**src/rtl/ctxStackPkg.sv**
```systemverilog
package ctxStackPkg;
  localparam int NCTX = 3;

  typedef enum logic [1:0] {
    CTX_NORM = 2'd0,
    CTX_IRQ  = 2'd1,
    CTX_NMI  = 2'd2
  } ctxE;

  typedef struct packed {
    logic push;
    logic pop;
    logic enterIrq;
    logic enterNmi;
    logic restore;
    logic wrC;
    logic wrZ;
  } stackCtrlT;
endpackage

```
**src/rtl/ctxControl.sv**
```systemverilog
module ctxControl
  import ctxStackPkg::*;
#(
  parameter int HIST = 2
) (
  input  logic      clk,
  input  logic      rstN,
  input  logic      pushEn,
  input  logic      retEn,
  input  logic      retiEn,
  input  logic      intEntry,
  input  logic      nmiEntry,
  input  logic      carryWe,
  input  logic      zeroWe,
  output stackCtrlT strobe,
  output ctxE       ctxQ
);
  ctxE hist [HIST];

  // arbitration: push beats pop, NMI beats IRQ, any entry beats restore
  always_comb begin
    strobe.push     = pushEn;
    strobe.pop      = (retEn | retiEn) & ~pushEn;
    strobe.enterNmi = nmiEntry;
    strobe.enterIrq = intEntry & ~nmiEntry;
    strobe.restore  = retiEn & ~nmiEntry & ~intEntry;
    strobe.wrC      = carryWe;
    strobe.wrZ      = zeroWe;
  end

  always_ff @(posedge clk) begin
    if (!rstN) begin
      ctxQ <= CTX_NMI;
      for (int i = 0; i < HIST; i++) hist[i] <= CTX_NORM;
    end else if (strobe.enterNmi || strobe.enterIrq) begin
      ctxQ    <= strobe.enterNmi ? CTX_NMI : CTX_IRQ;
      hist[0] <= ctxQ;
      for (int i = 1; i < HIST; i++) hist[i] <= hist[i-1];
    end else if (strobe.restore) begin
      ctxQ <= hist[0];
      for (int i = 0; i < HIST - 1; i++) hist[i] <= hist[i+1];
      hist[HIST-1] <= CTX_NORM;
    end
  end
endmodule

```
**src/rtl/stackPath.sv**
```systemverilog
module stackPath
  import ctxStackPkg::*;
#(
  parameter int          DEPTH     = 6,
  parameter int          PC_W      = 12,
  parameter logic [11:0] RESET_VEC = 12'hFFE
) (
  input  logic            clk,
  input  logic            rstN,
  input  stackCtrlT       strobe,
  input  logic [PC_W-1:0] curPc,
  output logic [PC_W-1:0] popPc
);
  localparam logic [PC_W-1:0] ONE = PC_W'(1);

  logic [PC_W-1:0] lvl      [DEPTH];
  logic            vld      [DEPTH];
  logic [PC_W-1:0] fromAbove[DEPTH];
  logic [PC_W-1:0] fromBelow[DEPTH];
  logic            vAbove   [DEPTH];
  logic            vBelow   [DEPTH];

  for (genvar g = 0; g < DEPTH; g++) begin : gLevel
    if (g == 0) begin : gTop
      assign fromAbove[g] = curPc;
      assign vAbove[g]    = 1'b1;
    end else begin : gMid
      assign fromAbove[g] = lvl[g-1];
      assign vAbove[g]    = vld[g-1];
    end
    if (g == DEPTH - 1) begin : gBot
      assign fromBelow[g] = '0;
      assign vBelow[g]    = 1'b0;
    end else begin : gUp
      assign fromBelow[g] = lvl[g+1];
      assign vBelow[g]    = vld[g+1];
    end

    always_ff @(posedge clk) begin
      if (!rstN) begin
        lvl[g] <= '0;
        vld[g] <= 1'b0;
      end else if (strobe.push) begin
        lvl[g] <= fromAbove[g];
        vld[g] <= vAbove[g];
      end else if (strobe.pop) begin
        lvl[g] <= fromBelow[g];
        vld[g] <= vBelow[g];
      end
    end
  end

  always_ff @(posedge clk) begin
    if (!rstN)           popPc <= PC_W'(RESET_VEC);
    else if (strobe.pop) popPc <= vld[0] ? lvl[0] : curPc + ONE;
  end
endmodule

```
**src/rtl/flagBank.sv**
```systemverilog
module flagBank
  import ctxStackPkg::*;
(
  input  logic      clk,
  input  logic      rstN,
  input  stackCtrlT strobe,
  input  ctxE       ctxQ,
  input  logic      carryIn,
  input  logic      zeroIn,
  output logic      carry,
  output logic      zero
);
  logic [NCTX-1:0] cBank;
  logic [NCTX-1:0] zBank;

  for (genvar b = 0; b < NCTX; b++) begin : gPair
    always_ff @(posedge clk) begin
      if (!rstN) begin
        cBank[b] <= 1'b0;
        zBank[b] <= 1'b0;
      end else if (ctxQ == ctxE'(b)) begin
        if (strobe.wrC) cBank[b] <= carryIn;
        if (strobe.wrZ) zBank[b] <= zeroIn;
      end
    end
  end

  always_comb begin
    unique case (ctxQ)
      CTX_IRQ: begin carry = cBank[1]; zero = zBank[1]; end
      CTX_NMI: begin carry = cBank[2]; zero = zBank[2]; end
      default: begin carry = cBank[0]; zero = zBank[0]; end
    endcase
  end
endmodule

```
**src/rtl/ctxReturnUnit.sv**
```systemverilog
module ctxReturnUnit
  import ctxStackPkg::*;
#(
  parameter int          DEPTH     = 6,
  parameter int          PC_W      = 12,
  parameter int          HIST      = 2,
  parameter logic [11:0] RESET_VEC = 12'hFFE
) (
  input  logic            clk,
  input  logic            rstN,
  input  logic [PC_W-1:0] curPc,
  input  logic            pushEn,
  input  logic            retEn,
  input  logic            retiEn,
  input  logic            intEntry,
  input  logic            nmiEntry,
  input  logic            carryWe,
  input  logic            zeroWe,
  input  logic            carryIn,
  input  logic            zeroIn,
  output logic [PC_W-1:0] popPc,
  output logic            carry,
  output logic            zero,
  output logic [1:0]      ctx
);
  stackCtrlT strobe;
  ctxE       ctxQ;

  ctxControl #(.HIST(HIST)) u_ctrl (
    .clk(clk), .rstN(rstN), .pushEn(pushEn), .retEn(retEn), .retiEn(retiEn),
    .intEntry(intEntry), .nmiEntry(nmiEntry), .carryWe(carryWe), .zeroWe(zeroWe),
    .strobe(strobe), .ctxQ(ctxQ)
  );

  stackPath #(.DEPTH(DEPTH), .PC_W(PC_W), .RESET_VEC(RESET_VEC)) u_stack (
    .clk(clk), .rstN(rstN), .strobe(strobe), .curPc(curPc), .popPc(popPc)
  );

  flagBank u_flags (
    .clk(clk), .rstN(rstN), .strobe(strobe), .ctxQ(ctxQ),
    .carryIn(carryIn), .zeroIn(zeroIn), .carry(carry), .zero(zero)
  );

  assign ctx = ctxQ;
endmodule

```
**config.mk**
```make
export PLATFORM = sky130hd
export DESIGN_NAME = ctxReturnUnit
export DESIGN_NICKNAME = d
export VERILOG_FILES = /design/src/rtl/ctxStackPkg.sv /design/src/rtl/ctxControl.sv /design/src/rtl/stackPath.sv /design/src/rtl/flagBank.sv /design/src/rtl/ctxReturnUnit.sv
export SDC_FILE = /design/constraint.sdc
export NUM_CORES = 1
export LEC_CHECK = 0
export ABC_AREA = 0
export BUFFER_PORTS_ARGS = -buffer_cell sky130_fd_sc_hd__clkbuf_2
export CAP_MARGIN = 20
export CORE_MARGIN = 1
export CORE_UTILIZATION = 50
export CTS_BUF_LIST = sky130_fd_sc_hd__clkbuf_2
export CTS_CLUSTER_SIZE = 14
export DETAILED_ROUTE_END_ITERATION = 8
export GPL_TIMING_DRIVEN = 0
export PLACE_DENSITY = 0.76
export SYNTH_ARGS = -nofsm -noshare
export SYNTH_HDL_FRONTEND = slang
export SYNTH_SLANG_ARGS = --single-unit
```
**constraint.sdc**
```tcl
create_clock -name clk -period 3.5 [get_ports clk]
set_clock_uncertainty 0.15 [all_clocks]
set_input_delay 0.525 -clock clk [delete_from_list [all_inputs] [get_ports clk]]
set_output_delay 0.525 -clock clk [all_outputs]
set_load 0.01 [all_outputs]
```
==> out/results.ini, run 1 <==
[run_status]
status=finished clean

[cts]
cts.htree.levels=3
cts-resized-gates=0
post_cts_buffers=0
clk_path_buf_depth=2
cts_hold_buf=5
cts_root_buffer=clkbuf_2
cts_made_buffers=9
path_clk_slew_ns=0.31
cts_sinks=102
clk_latency_ns=0.56
cts_tree=done

[power_and_ir_drop]
intPower_mw=1.586
p_leak_nw=2.040
finalPower_mw=2.204
pwr_density_cell_nw_per_um2=443.8
p_switching_mw=0.6173
seq_power_share=0.645
vdd.ir_drop.worst_mv=0.1812
p_sw_frac=0.2801
p_comb_frac=0.102
clockPowerShare=0.253

[logic_synthesis]
ys_warn_count=0
ys_ff_latch=102
synthFlopType=edfxtp_1
syn-instance-count=340
syn-cell-area_um2=4456
netlist.area_leader.share=0.5459
async_flop_share=0
synth_cell_types=44
synth-edff-count=81
seq_area_frac_synth=0.6403
synth_top_area_cell=edfxtp_1
synth.avg_cell_area_um2=13.10
yosys-top-cells-area=edfxtp_1 55%, a22o_1 12%, dfxtp_1 9.4%, nand2_1 2.6%, and3_1 2.1%
synth_nets=367

[sta]
hold_slack_ns=0.07157
hold_viol=0
tns_ns=0
max_freq_mhz=400.7
period_share=0.7131
max-slew-margin-rel=0.4559
setup_viol_count_final=0
worst_pin_slew_ns=0.8161
rsz0062_at_grt=no
drv_slew=0
fin_crit_ns=2.496
worst_slack_ns=1.004

[setup_path]
critPathTopFamily=flip-flops
cpPeakStageDelay_ns=0.49
crit_path_top_delay_cell=dfxtp_1
path_buf_inv=2
required_ns=2.82
cp.arrival_ns=1.82
cp_cell_sequence=inv_1 -> ha_1 -> a22oi_1 -> a21oi_1 -> clkbuf_2
setup.worst_path.class=reg -> out
worst_setup_path_start_kind=register
path_max_fanout=6
crit_path_end_kind=output pin

[finish]
diodes=0
final_nets=421
final_cell_area_um2=4966
syn2layout_area_growth_pct=11.46
mostFrequentLayoutCells=81 x edfxtp_1, 63 x a22o_1, 46 x clkbuf_2, 31 x nand2_1, 21 x dfxtp_1
drive_above_1_share=0.1805
final_common_cell=edfxtp_1

[run]
drv_cap=0

[global_route]
grt_max_degree=36
overflow=0
antenna_found_initial=0
grt_pass1_vias=2797
track_usage=0.2143
grt_pass1_wl_um=14410

[die]
initial_core_util=0.5134
die_x_um=96.40
boundaryPins=39
fp.dieH_um=96.40
rows=34
core-area_um2=8678
design.die.area_um2=9293

[place]
hpwl_um=6800
routabilityCongestion=0.8113
io_buffers=37
postPlaceCellArea_um2=4797
dp_slack_ns=1.099

[detailed_routing]
drt_pass1_iterations=4
routedWlPerCell_um=18.61
drc=0
ant_nets=0
drt-total-wl_um=9436
vias=3064
viasPerCell=6.043
drtIter0Drc=159

[hold_path]
hold_class=in -> reg

path summary, 6_finish.rpt:
path | slack (ns) | depth (start not counted) | start | end
max | 1.00 | 5 | u_ctrl.ctxQ[1]$_SDFFE_PN1P_ | carry
min | 0.07 | 3 | carryWe | u_flags.cBank[1]$_SDFFE_PN0P_
min reg2reg | 0.33 | 2 | u_flags.cBank[1]$_SDFFE_PN0P_ | u_flags.cBank[1]$_SDFFE_PN0P_
max reg2reg | 1.73 | 5 | u_stack.vld[0]$_DFFE_PP_ | u_stack.popPc[0]$_SDFFE_PN0P_
synth_stat cells, drive strengths merged (3+ instances only):
library cell and count:
nand2 31, buf 15, ha 4, o211ai 9
o21a 4, a21oi 3, mux2i 3, xnor2 5
and3 15, nor3 8, inv 5, o21ai 10
clkbuf 10, edfxtp 81, a22oi 3, a21boi 8
a22o 63, dfxtp 21, nor2 7, nand3 12
layer usage:
metal,wire (um),global-route usage,share of wire,up-vias
met5,0,0,0,-
met4,65,0.05515,0.0069,0
met3,646,0.04773,0.068,5
met2,4411,0.3404,0.47,106
met1,4312,0.3003,0.46,1505
li1,-,-,-,1448
tightest hold or removal path: stages:
cell and delay (ns):
clkbuf_2 0.13, nand3_1 0.09, a21boi_1 0.05
power groups by stage:
stage	clock [mW]	sequential, mW	combinational (mW)
final	0.558	1.42	0.224
after global routing	0.616	1.43	0.251
after CTS	0.558	1.42	0.226
after detailed placement	0	1.45	0.220
after global placement	0	1.44	0.211
after floorplan	0	1.44	0.133
final cells by class:
cell class	instances	area [um2]
fill	719	3712
sequential	102	2853
multi-input combinational	208	1474
timing repair buffer	43	255.2
tap	108	135.1
buffer	25	111.4
clock inverter	7	73.82
clock buffer	9	45.04
inverter	5	18.77
registers in the layout (all words and copies together) (netlist names):
name           cells
u_ctrl.ctxQ        2
u_ctrl.hist        4
u_flags.cBank      3
u_flags.zBank      3
u_stack.lvl       72
u_stack.popPc     12
u_stack.vld        6
per-stage QoR:
stage	cells	utilization
CTS	507	0.5722
finish	507	0.5722
global placement	485	0.5503
floorplan	340	-
detailed placement	486	0.5528
global route	507	0.5722
cell families (layout without fill, tap and decap cells):
logic type / count (synthesis) / in the layout / share of synthesized area
compound gates: 111 / 111 / 0.2005
buf+inv: 30 / 89 / 0.02921
flops: 102 / 102 / 0.6403
xor+xnor: 5 / 5 / 0.009828
fa+ha+maj: 4 / 4 / 0.01123
simple gates: 85 / 85 / 0.1022
mux: 3 / 3 / 0.006740
Note: power is estimated with default switching activity, not from simulation.
==> run 2: changes to the inputs <==
clock period = 2.5 ns   (was 3.5 ns; I/O delays follow)
==> run 2 against run 1 <==
Effect of this change: total power increased by 41%; via count increased by 1.3%; setup slack got worse by 0.83 ns; core utilization increased by 1.5 points; count of clock-buffer cells in the layout unchanged.
==> out/results.ini, run 2 (synthesis results as in run 1) <==
[setup_path]
worst_setup_path_start_kind=register
path_max_fanout=6
cp_cell_sequence=inv_1 -> ha_1 -> a22oi_1 -> a21oi_1 -> clkbuf_2
setup.worst_path.class=reg -> out
critPathTopFamily=flip-flops
path_buf_inv=2
crit_path_end_kind=output pin
required_ns=1.98
cp.arrival_ns=1.80
cpPeakStageDelay_ns=0.41
crit_path_top_delay_cell=dfxtp_2

[finish]
drive_above_1_share=0.1805
biggestRegsByFlops=u_stack.lvl (72), u_stack.popPc (12), u_stack.vld (6)
final_common_cell=edfxtp_1
stdcell_count=518
diodes=0
fillers=707
mostFrequentLayoutCells=81 x edfxtp_1, 63 x a22o_1, 46 x clkbuf_2, 31 x nand2_1, 19 x dfxtp_1
syn2layout_area_growth_pct=14.29
fin_util=0.5868
final_nets=432
regMostFlops=u_stack.lvl
largest_register_ffs=72

[sta]
max-slew-margin-rel=0.3648
max_freq_mhz=429.5
worst_pin_slew_ns=0.9527
setup_viol_count_final=0
hold_slack_ns=0.04362
fin_crit_ns=2.329
rsz0062_at_grt=no
hold_viol=0
drv_slew=0
period_share=0.9314
tns_ns=0

[detailed_routing]
ant_nets=0
drt_pass1_iterations=5
routedWlPerCell_um=18.17
drt-total-wl_um=9410
vias=3104
drtIter0Drc=162
drc=0
viasPerCell=5.992

[global_route]
antenna_found_initial=0
grt_pass1_wl_um=14520
overflow=0
grt_max_degree=42
track_usage=0.2155
grt_pass1_vias=2812

[hold_path]
hold_class=in -> reg

[cts]
cts.htree.levels=3
cts_tree=done
cts_root_buffer=clkbuf_2
clk_latency_ns=0.58
clk_path_buf_depth=2
path_clk_slew_ns=0.31
cts_sinks=102
cts_made_buffers=9

[die]
boundaryPins=39
core-area_um2=8678
rows=34
design.die.area_um2=9293
die_x_um=96.40
fp.dieH_um=96.40
initial_core_util=0.5134

[run_status]
status=finished clean

[place]
routabilityCongestion=0.7744
dpl.cell_count=486
io_buffers=37
hpwl_um=6647

[power_and_ir_drop]
finalPower_mw=3.106
p_leak_nw=2.094
pwr_density_cell_nw_per_um2=609.9
vdd.ir_drop.worst_mv=0.3162

[run]
drv_cap=0

-- run 2: cell count changes in the layout (fill, tap and decap cells not counted) --
cell           previous run  this run
dfxtp_1                  21        19
buf_12                    1         0
dlygate4sd3_1             5        16
clkinvlp_4                2         1
clkinv_8                  1         2
dfxtp_2                   0         2
inv_8                     3         2
clkinv_4                  1         2
buf_16                    0         1
-- run 2: report_power, final --
group / internal (mW) / switching (mW) / total, mW
logic: 0.135 / 0.190 / 0.326
clock network: 0.169 / 0.623 / 0.791
registers: 1.93 / 0.0585 / 1.99
total: 2.23 / 0.871 / 3.11
-- run 2: worst register-to-register path, cell delays in order (launching register included) --
cell and delay (ns):
dfxtp_2 0.41, inv_1 0.07, ha_1 0.27, nand3_1 0.11, dlygate4sd3_1 0.57, a21boi_0 0.15, dlygate4sd3_1 0.56
-- run 2: final timing paths --
check	slack, ns	to	cells past startpoint	from
max reg2reg	0.20	u_flags.zBank[1]$_SDFFE_PN0P_	6	u_ctrl.ctxQ[1]$_SDFFE_PN1P_
min reg2reg	0.34	u_stack.vld[4]$_DFF_P_	2	u_stack.vld[4]$_DFF_P_
max	0.17	carry	5	u_ctrl.ctxQ[0]$_SDFFE_PN0P_
min	0.04	u_stack.lvl[0][0]$_DFFE_PP_	2	curPc[0]
-- run 2: area by class of cell --
| cell class | instances | area, um2 | area share |
|---|---|---|---|
| clock buffers | 9 | 45.04 | 0.008845 |
| well taps | 108 | 135.1 | 0.02654 |
| inverters | 5 | 18.77 | 0.003686 |
| repair buffers | 54 | 372.9 | 0.07322 |
| plain buffers | 25 | 111.4 | 0.02187 |
| multi-input cells | 208 | 1474 | 0.2894 |
| flip-flops and latches | 102 | 2855 | 0.5607 |
| clock inverters | 7 | 80.08 | 0.01572 |
-- run 2: stage by stage --
step,cell area [um2],setup WS (ns)
2_1_floorplan,4457,0.4627
6_report,5092,0.1715
5_1_grt,5092,0.01247
4_1_cts,5080,0.1347
3_3_place_gp,4777,0.1458
3_5_place_dp,4805,0.1614
-- run 2: timing repair --
action | 4_1_cts | 5_1_grt
hold buffers | 15 | 1
hold endpoints to repair | 13 | 1
setup buffers | 0 | 0
setup endpoints to repair | 0 | 2
resized for setup | 0 | 2
-- run 2: routing by layer --
layer | vias to the layer above | GRT usage | routed length, um
met4 | 0 | 0.06618 | 118
met2 | 119 | 0.3410 | 4383
li1 | 1464 | - | -
met1 | 1512 | 0.3084 | 4338
met3 | 9 | 0.03286 | 570
met5 | - | 0 | 0
==> run 3: changes to the inputs <==
clock period = 2.9 ns   (was 2.5 ns; I/O delays follow)
==> run 3 against run 2 <==
Effect of this change: via count is 0.93% lower; core utilization is 0.99 points lower; hold slack improved by 0.021 ns; global-route usage about the same; count of clock-buffer cells in the layout did not move; highest routed layer unchanged; critical path depth is the same; critical endpoint unchanged; total power shrank 14%; die area is the same; largest power group unchanged.
==> out/results.ini, run 3 (synthesis results as in run 1) <==
[run_status]
status=finished clean

[place]
io_buffers=37
postPlaceCellArea_um2=4797
routabilityCongestion=0.8113
dpl.cell_count=486
hpwl_um=6800

[finish]
final_cell_area_um2=5006
diodes=0
stdcell_count=511
mostFrequentLayoutCells=81 x edfxtp_1, 63 x a22o_1, 46 x clkbuf_2, 31 x nand2_1, 21 x dfxtp_1
final_nets=425
drive_above_1_share=0.1787
syn2layout_area_growth_pct=12.36
fin_util=0.5768
regMostFlops=u_stack.lvl
biggestRegsByFlops=u_stack.lvl (72), u_stack.popPc (12), u_stack.vld (6)
largest_register_ffs=72
final_common_cell=edfxtp_1

[setup_path]
cp_cell_sequence=inv_1 -> ha_1 -> a22oi_1 -> a21oi_1 -> clkbuf_2
worst_setup_path_start_kind=register
path_max_fanout=6
crit_path_top_delay_cell=dfxtp_1
cp.arrival_ns=1.82
setup.worst_path.class=reg -> out
cpPeakStageDelay_ns=0.48
crit_path_end_kind=output pin
required_ns=2.32

[global_route]
overflow=0
track_usage=0.2150
grt_pass1_vias=2808
antenna_found_initial=0
grt_max_degree=36
grt_pass1_wl_um=14460

[die]
rows=34
design.die.area_um2=9293
die_x_um=96.40
core-area_um2=8678
fp.dieH_um=96.40
boundaryPins=39
initial_core_util=0.5134

[detailed_routing]
routedWlPerCell_um=18.46
ant_nets=0
vias=3075
viasPerCell=6.018
drt-total-wl_um=9432
drtIter0Drc=136
drt_pass1_iterations=4
drc=0

[sta]
max_freq_mhz=416.2
rsz0062_at_grt=no
fin_crit_ns=2.403
hold_slack_ns=0.06461
drv_slew=0
worst_pin_slew_ns=0.8140
hold_viol=0
max-slew-margin-rel=0.4573
setup_viol_count_final=0
period_share=0.8285

[cts]
cts_sinks=102
post_cts_buffers=0
cts-resized-gates=0
cts_tree=done
cts_made_buffers=9
cts_root_buffer=clkbuf_2
clk_latency_ns=0.58
clk_path_buf_depth=2
cts.htree.levels=3
path_clk_slew_ns=0.30

[power_and_ir_drop]
p_leak_nw=2.052
seq_power_share=0.646
intPower_mw=1.917
finalPower_mw=2.658
p_switching_mw=0.7402
pwr_density_cell_nw_per_um2=530.9
p_comb_frac=0.103
vdd.ir_drop.worst_mv=0.2177
clockPowerShare=0.251
p_sw_frac=0.2785

[hold_path]
hold_class=in -> reg

[run]
drv_cap=0

-- run 3: cell count changes in the layout (fill, tap and decap cells not counted) --
cell / change
clkinv_8: -1
buf_12: +1
dfxtp_1: +2
inv_8: +1
clkinvlp_4: +1
dlygate4sd3_1: -7
clkinv_4: -1
dfxtp_2: -2
buf_16: -1
-- run 3: per-layer routing --
layer / GRT usage / part of all wire / wire length, um / vias up
li1: - / - / - / 1459
met3: 0.04773 / 0.075 / 708 / 4
met5: 0 / 0 / 0 / -
met4: 0.05515 / 0.0057 / 54 / 0
met1: 0.3008 / 0.45 / 4228 / 1499
met2: 0.3422 / 0.47 / 4440 / 113
-- run 3: through the flow --
stage	setup WS, ns	TNS, ns
4_1_cts	0.4700	0
2_1_floorplan	0.2473	0
5_1_grt	0.2971	0
6_report	0.4974	0
3_3_place_gp	-0.4163	-27.16
3_5_place_dp	0.5895	0
-- run 3: path summary, 6_finish.rpt --
kind                            slack, ns  depth (start not counted)                     startpoint                             to
worst max-delay path                 0.50                          5    u_ctrl.ctxQ[1]$_SDFFE_PN1P_                          carry
worst min-delay path                 0.06                          3                       curPc[8]  u_stack.popPc[8]$_SDFFE_PN1P_
worst max register to register       1.11                          5       u_stack.vld[0]$_DFFE_PP_  u_stack.popPc[0]$_SDFFE_PN0P_
worst min register to register       0.33                          2  u_flags.cBank[1]$_SDFFE_PN0P_  u_flags.cBank[1]$_SDFFE_PN0P_
-- run 3: repair_timing --
action | in CTS | in global routing
hold buffers | 9 | 0
setup endpoints to repair | 0 | 0
hold endpoints to repair | 8 | 0
-- run 3: final cells by class --
cell class	count	area [um2]
buffer	25	111.4
tap	108	135.1
clock buffer	9	45.04
fill	712	3672
clock inverter	7	73.82
inverter	5	18.77
timing repair buffer	47	295.3
sequential	102	2853
multi-input combinational	208	1474
-- run 3: worst max-delay path: cells and delay by family, from the launching register on --
kind,cells,cell delay [ns]
fa+ha+maj,1,0.26
buf+inv,2,0.21
flops,1,0.48
compound gates,2,0.30
-- run 3: power groups by stage --
stage	registers, mW	logic [mW]	clock network [mW]
finish	1.72	0.274	0.668
detailed placement	1.75	0.266	0
global placement	1.74	0.255	0
CTS	1.71	0.276	0.674
floorplan	1.73	0.161	0
global route	1.73	0.307	0.743
